===== config.mk =====
export PLATFORM = sky130hd
export DESIGN_NAME = cpu_irq_pend
export DESIGN_NICKNAME = d
export VERILOG_FILES = /design/src/rtl/cpu_irq_pend_pkg.sv /design/src/rtl/cpu_irq_swreg.sv /design/src/rtl/cpu_irq_bcast.sv /design/src/rtl/cpu_irq_lvlenc.sv /design/src/rtl/cpu_irq_pend.sv
export SDC_FILE = /design/constraint.sdc
export NUM_CORES = 1
export LEC_CHECK = 0
export ABC_AREA = 1
export BUFFER_PORTS_ARGS = -buffer_cell sky130_fd_sc_hd__buf_2
export CORE_MARGIN = 2
export CORE_UTILIZATION = 37
export DETAILED_ROUTE_END_ITERATION = 7
export PLACE_DENSITY_LB_ADDON = 0.08
export RECOVER_POWER = 100
export SLEW_MARGIN = 5
export SYNTH_ARGS = -nofsm -noshare
export SYNTH_HDL_FRONTEND = slang
export SYNTH_SLANG_ARGS = --single-unit
export TNS_END_PERCENT = 20

===== constraint.sdc =====
create_clock -name clk -period 1 [get_ports clk]
set_clock_uncertainty 0.2 [all_clocks]
set_input_delay 0.2 -clock clk [delete_from_list [all_inputs] [get_ports clk]]
set_output_delay 0.2 -clock clk [all_outputs]
set_load 0.05 [all_outputs]

===== src/rtl/cpu_irq_pend_pkg.sv =====
package cpu_irq_pend_pkg;
   localparam int unsigned DEF_DATA_W  = 32;
   localparam int unsigned DEF_NLVL    = 15;
   localparam int unsigned DEF_SW_BASE = 16;
   localparam int unsigned DEF_ADDR_W  = 3;

   typedef enum logic [1:0] {
      ACC_NONE = 2'd0,
      ACC_SET  = 2'd1,
      ACC_CLR  = 2'd2
   } acc_kind_e;
endpackage


===== src/rtl/cpu_irq_swreg.sv =====
module cpu_irq_swreg #(
   parameter int unsigned DATA_W  = 32,
   parameter int unsigned NLVL    = 15,
   parameter int unsigned SW_BASE = 16
) (
   input  logic              clk,
   input  logic              rst_n,
   input  logic              set_en,
   input  logic              clr_en,
   input  logic [DATA_W-1:0] wdata,
   output logic [NLVL:1]     sw_q
);
   localparam int unsigned TOP_BIT = SW_BASE + NLVL;

   initial begin : p_chk
      assert (TOP_BIT < DATA_W) else $fatal(1, "software field exceeds data width");
   end

   logic [NLVL:1] set_bits;
   logic [NLVL:1] clr_bits;
   logic [NLVL:1] sw_d;

   for (genvar n = 1; n <= NLVL; n++) begin : g_bit
      assign set_bits[n] = set_en & wdata[SW_BASE+n];
      assign clr_bits[n] = clr_en & wdata[SW_BASE+n];
      assign sw_d[n]     = (sw_q[n] & ~clr_bits[n]) | set_bits[n];
   end

   always_ff @(posedge clk) begin
      if (!rst_n) sw_q <= '0;
      else        sw_q <= sw_d;
   end

   assert_set_sticks_R2: assert property (@(posedge clk) disable iff (!rst_n)
      set_en |=> ((sw_q & $past(set_bits)) == $past(set_bits)));

   assert_clr_drops_R3: assert property (@(posedge clk) disable iff (!rst_n)
      (clr_en && !set_en) |=> ((sw_q & $past(clr_bits)) == '0));

   assert_idle_hold_R11: assert property (@(posedge clk) disable iff (!rst_n)
      (!set_en && !clr_en) |=> $stable(sw_q));
endmodule


===== src/rtl/cpu_irq_bcast.sv =====
module cpu_irq_bcast (
   input  logic clk,
   input  logic rst_n,
   input  logic bcast_i,
   input  logic clr_en,
   output logic bit_q
);
   logic prev_q;
   logic rise;
   logic fall;

   assign rise = bcast_i & ~prev_q;
   assign fall = ~bcast_i & prev_q;

   always_ff @(posedge clk) begin
      if (!rst_n) begin
         prev_q <= 1'b0;
         bit_q  <= 1'b0;
      end else begin
         prev_q <= bcast_i;
         if (rise)        bit_q <= 1'b1;
         else if (fall)   bit_q <= 1'b0;
         else if (clr_en) bit_q <= 1'b0;
      end
   end

   assert_rise_sets_R5: assert property (@(posedge clk) disable iff (!rst_n)
      (bcast_i && !prev_q) |=> bit_q);

   assert_fall_clears_R5: assert property (@(posedge clk) disable iff (!rst_n)
      $fell(bcast_i) |=> !bit_q);

   assert_quiet_hold_R5: assert property (@(posedge clk) disable iff (!rst_n)
      (!clr_en && (bcast_i == prev_q)) |=> $stable(bit_q));
endmodule


===== src/rtl/cpu_irq_lvlenc.sv =====
module cpu_irq_lvlenc #(
   parameter int unsigned NLVL = 15
) (
   input  logic          clk,
   input  logic          rst_n,
   input  logic [NLVL:1] sw_lvl,
   input  logic [NLVL:1] hard_lvl,
   input  logic          is_target,
   input  logic          mst_dis,
   input  logic          timer,
   input  logic          bcast_bit,
   output logic [NLVL:1] lvl_q
);
   localparam int unsigned TIMER_LVL = NLVL - 1;
   localparam int unsigned BCAST_LVL = NLVL;

   initial begin : p_chk
      assert (NLVL >= 2) else $fatal(1, "need at least two levels");
   end

   logic [NLVL:1] req;
   logic          gate;

   assign gate = ~mst_dis;

   for (genvar j = 1; j <= NLVL; j++) begin : g_lvl
      if (j == BCAST_LVL) begin : g_bc
         assign req[j] = sw_lvl[j] | (gate & (bcast_bit | (is_target & hard_lvl[j])));
      end else if (j == TIMER_LVL) begin : g_tm
         assign req[j] = sw_lvl[j] | (gate & (timer | (is_target & hard_lvl[j])));
      end else begin : g_hw
         assign req[j] = sw_lvl[j] | (gate & is_target & hard_lvl[j]);
      end
   end

   always_ff @(posedge clk) begin
      if (!rst_n) lvl_q <= '0;
      else        lvl_q <= req;
   end

   assert_sw_always_R6: assert property (@(posedge clk) disable iff (!rst_n)
      1'b1 |=> ((lvl_q & $past(sw_lvl)) == $past(sw_lvl)));

   assert_mdis_only_sw_R7: assert property (@(posedge clk) disable iff (!rst_n)
      mst_dis |=> (lvl_q == $past(sw_lvl)));

   assert_nontarget_R8: assert property (@(posedge clk) disable iff (!rst_n)
      (!is_target && !timer && !bcast_bit) |=> (lvl_q == $past(sw_lvl)));
endmodule


===== src/rtl/cpu_irq_pend.sv =====
module cpu_irq_pend
   import cpu_irq_pend_pkg::*;
#(
   parameter int unsigned DATA_W   = DEF_DATA_W,
   parameter int unsigned NLVL     = DEF_NLVL,
   parameter int unsigned SW_BASE  = DEF_SW_BASE,
   parameter int unsigned ADDR_W   = DEF_ADDR_W,
   parameter int unsigned OFS_READ = 0,
   parameter int unsigned OFS_CLR  = 1,
   parameter int unsigned OFS_SET  = 2
) (
   input  logic              clk,
   input  logic              rst_n,
   input  logic [ADDR_W-1:0] reg_addr,
   input  logic              reg_wr,
   input  logic [DATA_W-1:0] reg_wdata,
   output logic [DATA_W-1:0] reg_rdata,
   input  logic [NLVL:1]     hard_lvl_i,
   input  logic              is_target_i,
   input  logic              mst_dis_i,
   input  logic              timer_i,
   input  logic              bcast15_i,
   output logic [NLVL:1]     lvl_o
);
   localparam int unsigned TIMER_BIT = NLVL - 1;
   localparam int unsigned BCAST_BIT = NLVL;

   initial begin : p_chk
      assert (SW_BASE >= NLVL + 1) else $fatal(1, "software field overlaps levels");
      assert (SW_BASE + NLVL < DATA_W) else $fatal(1, "data width too small");
      assert (OFS_SET < (1 << ADDR_W)) else $fatal(1, "offset outside address range");
   end

   acc_kind_e     acc;
   logic [NLVL:1] sw_q;
   logic          bc_q;
   logic [DATA_W-1:0] pend;

   always_comb begin
      acc = ACC_NONE;
      if (reg_wr && (reg_addr == ADDR_W'(OFS_SET)))      acc = ACC_SET;
      else if (reg_wr && (reg_addr == ADDR_W'(OFS_CLR))) acc = ACC_CLR;
   end

   cpu_irq_swreg #(
      .DATA_W  (DATA_W),
      .NLVL    (NLVL),
      .SW_BASE (SW_BASE)
   ) u_swreg (
      .clk    (clk),
      .rst_n  (rst_n),
      .set_en (acc == ACC_SET),
      .clr_en (acc == ACC_CLR),
      .wdata  (reg_wdata),
      .sw_q   (sw_q)
   );

   cpu_irq_bcast u_bcast (
      .clk     (clk),
      .rst_n   (rst_n),
      .bcast_i (bcast15_i),
      .clr_en  ((acc == ACC_CLR) && reg_wdata[BCAST_BIT]),
      .bit_q   (bc_q)
   );

   cpu_irq_lvlenc #(
      .NLVL (NLVL)
   ) u_lvlenc (
      .clk       (clk),
      .rst_n     (rst_n),
      .sw_lvl    (sw_q),
      .hard_lvl  (hard_lvl_i),
      .is_target (is_target_i),
      .mst_dis   (mst_dis_i),
      .timer     (timer_i),
      .bcast_bit (bc_q),
      .lvl_q     (lvl_o)
   );

   always_comb begin
      pend = '0;
      for (int n = 1; n <= int'(NLVL); n++) begin
         pend[SW_BASE+n] = sw_q[n];
         if (is_target_i) pend[n] = hard_lvl_i[n];
      end
      pend[TIMER_BIT] = pend[TIMER_BIT] | timer_i;
      pend[BCAST_BIT] = pend[BCAST_BIT] | bc_q;
   end

   assign reg_rdata = (reg_addr == ADDR_W'(OFS_READ)) ? pend : '0;

   assert_reset_quiet_R10: assert property (@(posedge clk) disable iff (!rst_n)
      $rose(rst_n) |-> (lvl_o == '0));

   assert_other_ofs_zero_R1: assert property (@(posedge clk) disable iff (!rst_n)
      (reg_addr != ADDR_W'(OFS_READ)) |-> (reg_rdata == '0));
endmodule


==> flow_summary.toml, run 1 <==
[clocking]
clock-sinks = 32
root_buffer = "clkbuf_8"
ctsHoldBuffers = 9
cts_made_buffers = 5
h-tree-depth = 2
cts_tree = "yes"
cts_max_path_buffers = 2
post_cts_buffers = 0
clk_latency_ns = 0.28
clk_pin_slew_ns = 0.06

[route]
wl_mm = 6.06
routedWlPerCell_microns = 14.9
ant_nets = 0
first_pass_iters = 5
drt-initial-drc-count = 141
vias = 2021
drc_errors = 0
routed_via_density = 4.95

[setup_path]
r2r_slack_ns = -0.14
worst-path-max-fanout = 7
cpMostUsedCell = "buf_6"
crit_path_start_kind = "input port"
worstSetupPathType = "input port to output pin"
critPathSlowestCell = "nor3_4"
max_stage_delay_ns = 0.21
reg2reg_to = "u_bcast.bit_q$_SDFFE_PN0P_"
crit_buf_inv = 4
crit_chain = "buf_6 -> nor3_4 -> inv_4 -> buf_12 -> nor2_4 -> buf_6"
critPathTopFamily = "buffers and inverters"
reg2reg_depth = 5
cp-end-kind = "output pin"
worstSetupStartpoint = "reg_addr[2]"
path_depth = 6
crit_arrival_ns = 1.11
required_ns = 0.60
r2r_start = "u_bcast.prev_q$_SDFF_PN0_"

[job]
cap_violations = 0

[synth]
synth-edff-count = 0
syn_inst = 220
synth_area_leaders = "dfxtp_1 (43%), nand2_1 (16%), a21oi_1 (10%), nor2_1 (7.6%), nand3_1 (5.8%)"
post-synth-top-count-cell = "nand2_1"
synth_flop_cell = "dfxtp_1"
netlist_area_sq_um = 1480
synth.yosys.warnings = 0
synth_top_area_frac = 0.433
synth_cell_types = 21
yosys-top-cells-count = "nand2_1 (63), dfxtp_1 (32), a21oi_1 (31)"
async_flop_share = 0
ys_ff_latch = 32
yosysSeqAreaShare = 0.433
yosysTopAreaCell = "dfxtp_1"
avgSynthCellArea_sq_um = 6.72

[global_route]
grt_pass1_wl_mm = 9.29
antenna_found_initial = 0
met1_usage = 0.312
grt_pass1_vias = 1973
grt.busiest_layer = "met2"
grt_max_degree = 16
use_met2 = 0.512
use_met3 = 0.0567
gr-total-overflow = 0
grt_util_all_layers = 0.277

[sta]
slew_viol_final = 0
whs_ns = -0.0209
finalHoldViolCount = 8
fin_ws_ns = -0.514
rsz0062_at_grt = "yes"
fin_crit_sh = 1.51
period_minus_slack_ns = 1.51
fmax_ghz = 0.661
setup_viol = 51

[worst_hold_path]
hold_path_depth = 3
holdPathEnd = "u_swreg.sw_q[3]$_SDFF_PN0_"
worstHoldPathType = "input port to flip-flop"
min_from = "reg_wdata[19]"

[cells_and_area]
final_util = 0.867
syn_to_final_growth_pct = 120
num_antenna_cells = 0
regArea_sq_um = 661
multiInputGateArea_sq_um = 958
fin_cells = 408
drive_above_1_share = 0.581
nNetsFinal = 417
nFillCells = 184

[place]
io_buffers = 85
dp_cells = 388
hpwl_mm = 3.23
place_ws_ns = -0.570
gp_congestion = 0.788

[floorplan]
start_util = 0.395
die_x_microns = 67.2
num_rows = 22
die_h_microns = 67.2
core_sq_um = 3740
io_pins = 104
dieArea_sq_um = 4520

[power]
leakage_nw = 1.40
powerDensity_nw_per_um2 = 1000
max-vdd-ir-drop_mv = 0.849

[outcome]
status = "complete, but fails checks"
violations = "negative hold slack, negative setup slack"
[worst register-to-register path: cells and delay by family, from the launching register on]
family / cells / cell delay (ns)
adders and majority gates: 1 / 0.27
buffers and inverters: 1 / 0.06
DFF: 1 / 0.32
and+or+nand+nor: 3 / 0.19
[cells by family after synthesis]
kind of cell / share of synthesized area
buffers and inverters: 0.116
flip-flops: 0.433
AND/OR/NAND/NOR: 0.324
AO/OA/AOI/OAI: 0.116
other: 0.00254
adder cells (fa/ha/maj): 0.00846
[registers in the layout, indices dropped and copies added, names as in the netlist]
signal / count
u_bcast.prev_q: 1
u_swreg.sw_q: 15
u_bcast.bit_q: 1
u_lvlenc.lvl_q: 15
[per-layer routing]
layer,vias to the layer above,share of wire
met5,-,0
met2,100,0.53
met4,0,0.023
met1,943,0.37
li1,962,-
met3,16,0.074
[cell usage in the layout (no fill, tap or decap)]
cell type | synthesis | routed
a21o_1 | 1 | 1
a21oi_1 | 31 | 22
a21oi_2 | 1 | 9
a21oi_4 | 0 | 1
buf_12 | 0 | 4
buf_16 | 0 | 3
buf_2 | 4 | 37
buf_4 | 4 | 40
buf_6 | 1 | 35
buf_8 | 0 | 15
clkbuf_2 | 1 | 1
clkbuf_4 | 0 | 1
clkbuf_8 | 0 | 6
clkdlybuf4s25_1 | 0 | 1
clkinv_2 | 0 | 2
conb_1 | 1 | 2
dfxtp_1 | 32 | 16
dfxtp_2 | 0 | 16
dlygate4sd3_1 | 0 | 3
dlymetal6s4s_1 | 0 | 5
ha_4 | 0 | 1
inv_1 | 22 | 20
inv_2 | 2 | 3
inv_4 | 0 | 1
nand2_1 | 63 | 63
nand2_2 | 1 | 1
nand3_1 | 17 | 17
nor2_1 | 30 | 1
nor2_4 | 1 | 31
nor3_4 | 1 | 2
[area by class of cell]
| class | instances | area share |
|---|---|---|
| Clock inverter | 2 | 0.00308 |
| Clock buffer | 6 | 0.0254 |
| Timing Repair Buffer | 145 | 0.426 |
| Inverter | 24 | 0.0285 |
| Multi-Input combinational cell | 151 | 0.295 |
| Tap cell | 48 | 0.0185 |
| Sequential cell | 32 | 0.203 |
[how the worst max path moves through the flow]
| stage | endpoint | slack [ns] |
|---|---|---|
| 2_1_floorplan | reg_rdata[15] | -0.31 |
| 3_3_place_gp | reg_rdata[12] | -0.55 |
| 3_5_place_dp | reg_rdata[9] | -0.57 |
| 4_1_cts | reg_rdata[15] | -0.47 |
| 5_1_grt | reg_rdata[11] | -0.54 |
| 6_report | reg_rdata[11] | -0.51 |
[stage by stage]
stage,cell area [sq um],setup TNS (ns),power [mW]
floorplan,1750,-10.13,1.76
global placement,2550,-22.90,2.04
detailed placement,2550,-23.71,2.05
CTS,3190,-15.75,3.21
global route,3250,-18.85,3.38
finish,3250,-16.38,3.26
[report_power, final]
group	total [mW]	leakage [nW]	switching [mW]	internal [mW]
clock	1.04	0.0510	0.496	0.549
combinational	0.868	1.08	0.480	0.388
sequential	1.35	0.267	0.0247	1.32
total	3.26	1.40	1.00	2.26
[what timing repair did]
item	4_1_cts	5_1_grt
hold endpoints to repair	17	5
resized for setup	126	22
endpoints found under the setup margin	57	68
gates cloned	3	0
pin swaps	12	3
No activity file was read; power rests on OpenSTA's default activity.
==> inputs of run 2 (changes only) <==
Settings changed: CORE_ASPECT_RATIO set to 0.5, TNS_END_PERCENT 20 to not set.
==> run 2 against run 1 <==
  * The flow still finishes with violations (negative hold slack, negative setup slack)
  * Non-clock buffer count stayed put
  * Routed wire length is 11% lower
  * Setup slack better by 0.043 ns
  * Critical path type unchanged
==> flow_summary.toml, run 2 (synthesized netlist as in run 1, its figures left out) <==
[clocking]
cts_tree = "yes"
clk_pin_slew_ns = 0.07
root_buffer = "clkbuf_8"
clk_latency_ns = 0.29
clock-sinks = 32
cts_made_buffers = 5
cts_max_path_buffers = 2
h-tree-depth = 2
ctsHoldBuffers = 17

[setup_path]
critPathTopFamily = "buffers and inverters"
crit_arrival_ns = 1.07
r2r_slack_ns = -0.08
cp-end-kind = "output pin"
crit_path_start_kind = "input port"
crit_buf_inv = 4
worst-path-max-fanout = 8
critPathSlowestCell = "nor3_4"
crit_chain = "buf_6 -> nor3_4 -> inv_4 -> buf_12 -> nor2_4 -> buf_6"
worstSetupPathType = "input port to output pin"
cpMostUsedCell = "buf_6"
required_ns = 0.60
max_stage_delay_ns = 0.20

[cells_and_area]
multiInputGateArea_sq_um = 1020
nFillCells = 206
mostFrequentLayoutCell = "nand2_1"
final_util = 0.863
num_antenna_cells = 0
design_area_sq_um = 3340
drive_above_1_share = 0.597
regArea_sq_um = 663
syn_to_final_growth_pct = 126
final_cell_mix = "nand2_1 (55), buf_6 (44), buf_2 (37)"
nNetsFinal = 417
reg_top3 = "u_lvlenc.lvl_q (15), u_swreg.sw_q (15)"

[sta]
slew_viol_final = 0
whs_ns = -0.0254
fmax_ghz = 0.680
period_minus_slack_ns = 1.47
setup_viol = 62
rsz0062_at_grt = "yes"
fin_crit_sh = 1.47
finalHoldViolCount = 3
setup_tns_ns = -16.68
fin_ws_ns = -0.471

[place]
dpl_cell_area_sq_um = 2500
io_buffers = 85
hpwl_mm = 3.27
gp_congestion = 0.776
place_ws_ns = -0.569

[floorplan]
dieArea_sq_um = 4550
start_util = 0.383
core_sq_um = 3860
io_pins = 104
die_x_microns = 93.4
die_h_microns = 48.7
num_rows = 16

[route]
routedWlPerCell_microns = 13.0
wl_mm = 5.39
vias = 1923
routed_via_density = 4.64
ant_nets = 0
first_pass_iters = 4
drt-initial-drc-count = 25
drc_errors = 0

[global_route]
grt_pass1_vias = 1876
antenna_found_initial = 0
grt_util_all_layers = 0.236
grt_max_degree = 31
grt_pass1_wl_mm = 8.29
gr-total-overflow = 0

[job]
cap_violations = 0

[outcome]
status = "complete, but fails checks"
violations = "negative hold slack, negative setup slack"

[power]
leakage_nw = 1.41
powerDensity_nw_per_um2 = 971
max-vdd-ir-drop_mv = 0.865

[worst_hold_path]
worstHoldPathType = "input port to flip-flop"
-- run 2: worst min-delay path, delay by kind of cell --
kind / cells / cell delay, ns
buf+inv: 1 / 0.10
compound gates: 1 / 0.06
simple gates: 1 / 0.05
-- run 2: worst paths after layout --
check / startpoint / endpoint / cells after the start
worst max-delay path: reg_addr[2] / reg_rdata[10] / 6
worst min-delay path: hard_lvl_i[9] / u_lvlenc.lvl_q[9]$_SDFF_PN0_ / 3
worst max register to register: u_bcast.prev_q$_SDFF_PN0_ / u_bcast.bit_q$_SDFFE_PN0P_ / 5
worst min register to register: u_swreg.sw_q[3]$_SDFF_PN0_ / u_swreg.sw_q[3]$_SDFF_PN0_ / 2
-- run 2: final cells by class --
class | instances | area share
sequential | 32 | 0.199
timing repair buffer | 145 | 0.420
inverter | 24 | 0.0285
multi-input combinational | 151 | 0.306
clock inverter | 3 | 0.00563
tap | 54 | 0.0203
clock buffer | 5 | 0.0206
-- run 2: per-layer routing --
metal | global-route usage | vias to the layer above | part of all wire
li1 | - | 961 | -
met1 | 0.272 | 885 | 0.41
met2 | 0.434 | 63 | 0.51
met3 | 0.0670 | 14 | 0.056
met4 | 0.0564 | 0 | 0.018
met5 | 0 | - | 0
-- run 2: power by group --
part	total, mW	internal [mW]	switching [mW]
registers	1.35	1.32	0.0243
logic	0.893	0.406	0.487
clock network	1.00	0.484	0.515
-- run 2: metrics by stage --
stage                     instances  power, mW
final                           414       3.24
after global routing            414       3.37
after detailed placement        385       2.03
after CTS                       411       3.16
after floorplan                 221       1.76
after global placement          385       2.02
-- run 2: repair_timing --
| item | 4_1_cts | 5_1_grt |
|---|---|---|
| gates cloned | 1 | 2 |
| endpoints found under the setup margin | 49 | 67 |
| pin swaps | 14 | 15 |
| hold endpoints to repair | 21 | 3 |
| setup buffers | 0 | 2 |
| gates resized for setup | 124 | 37 |
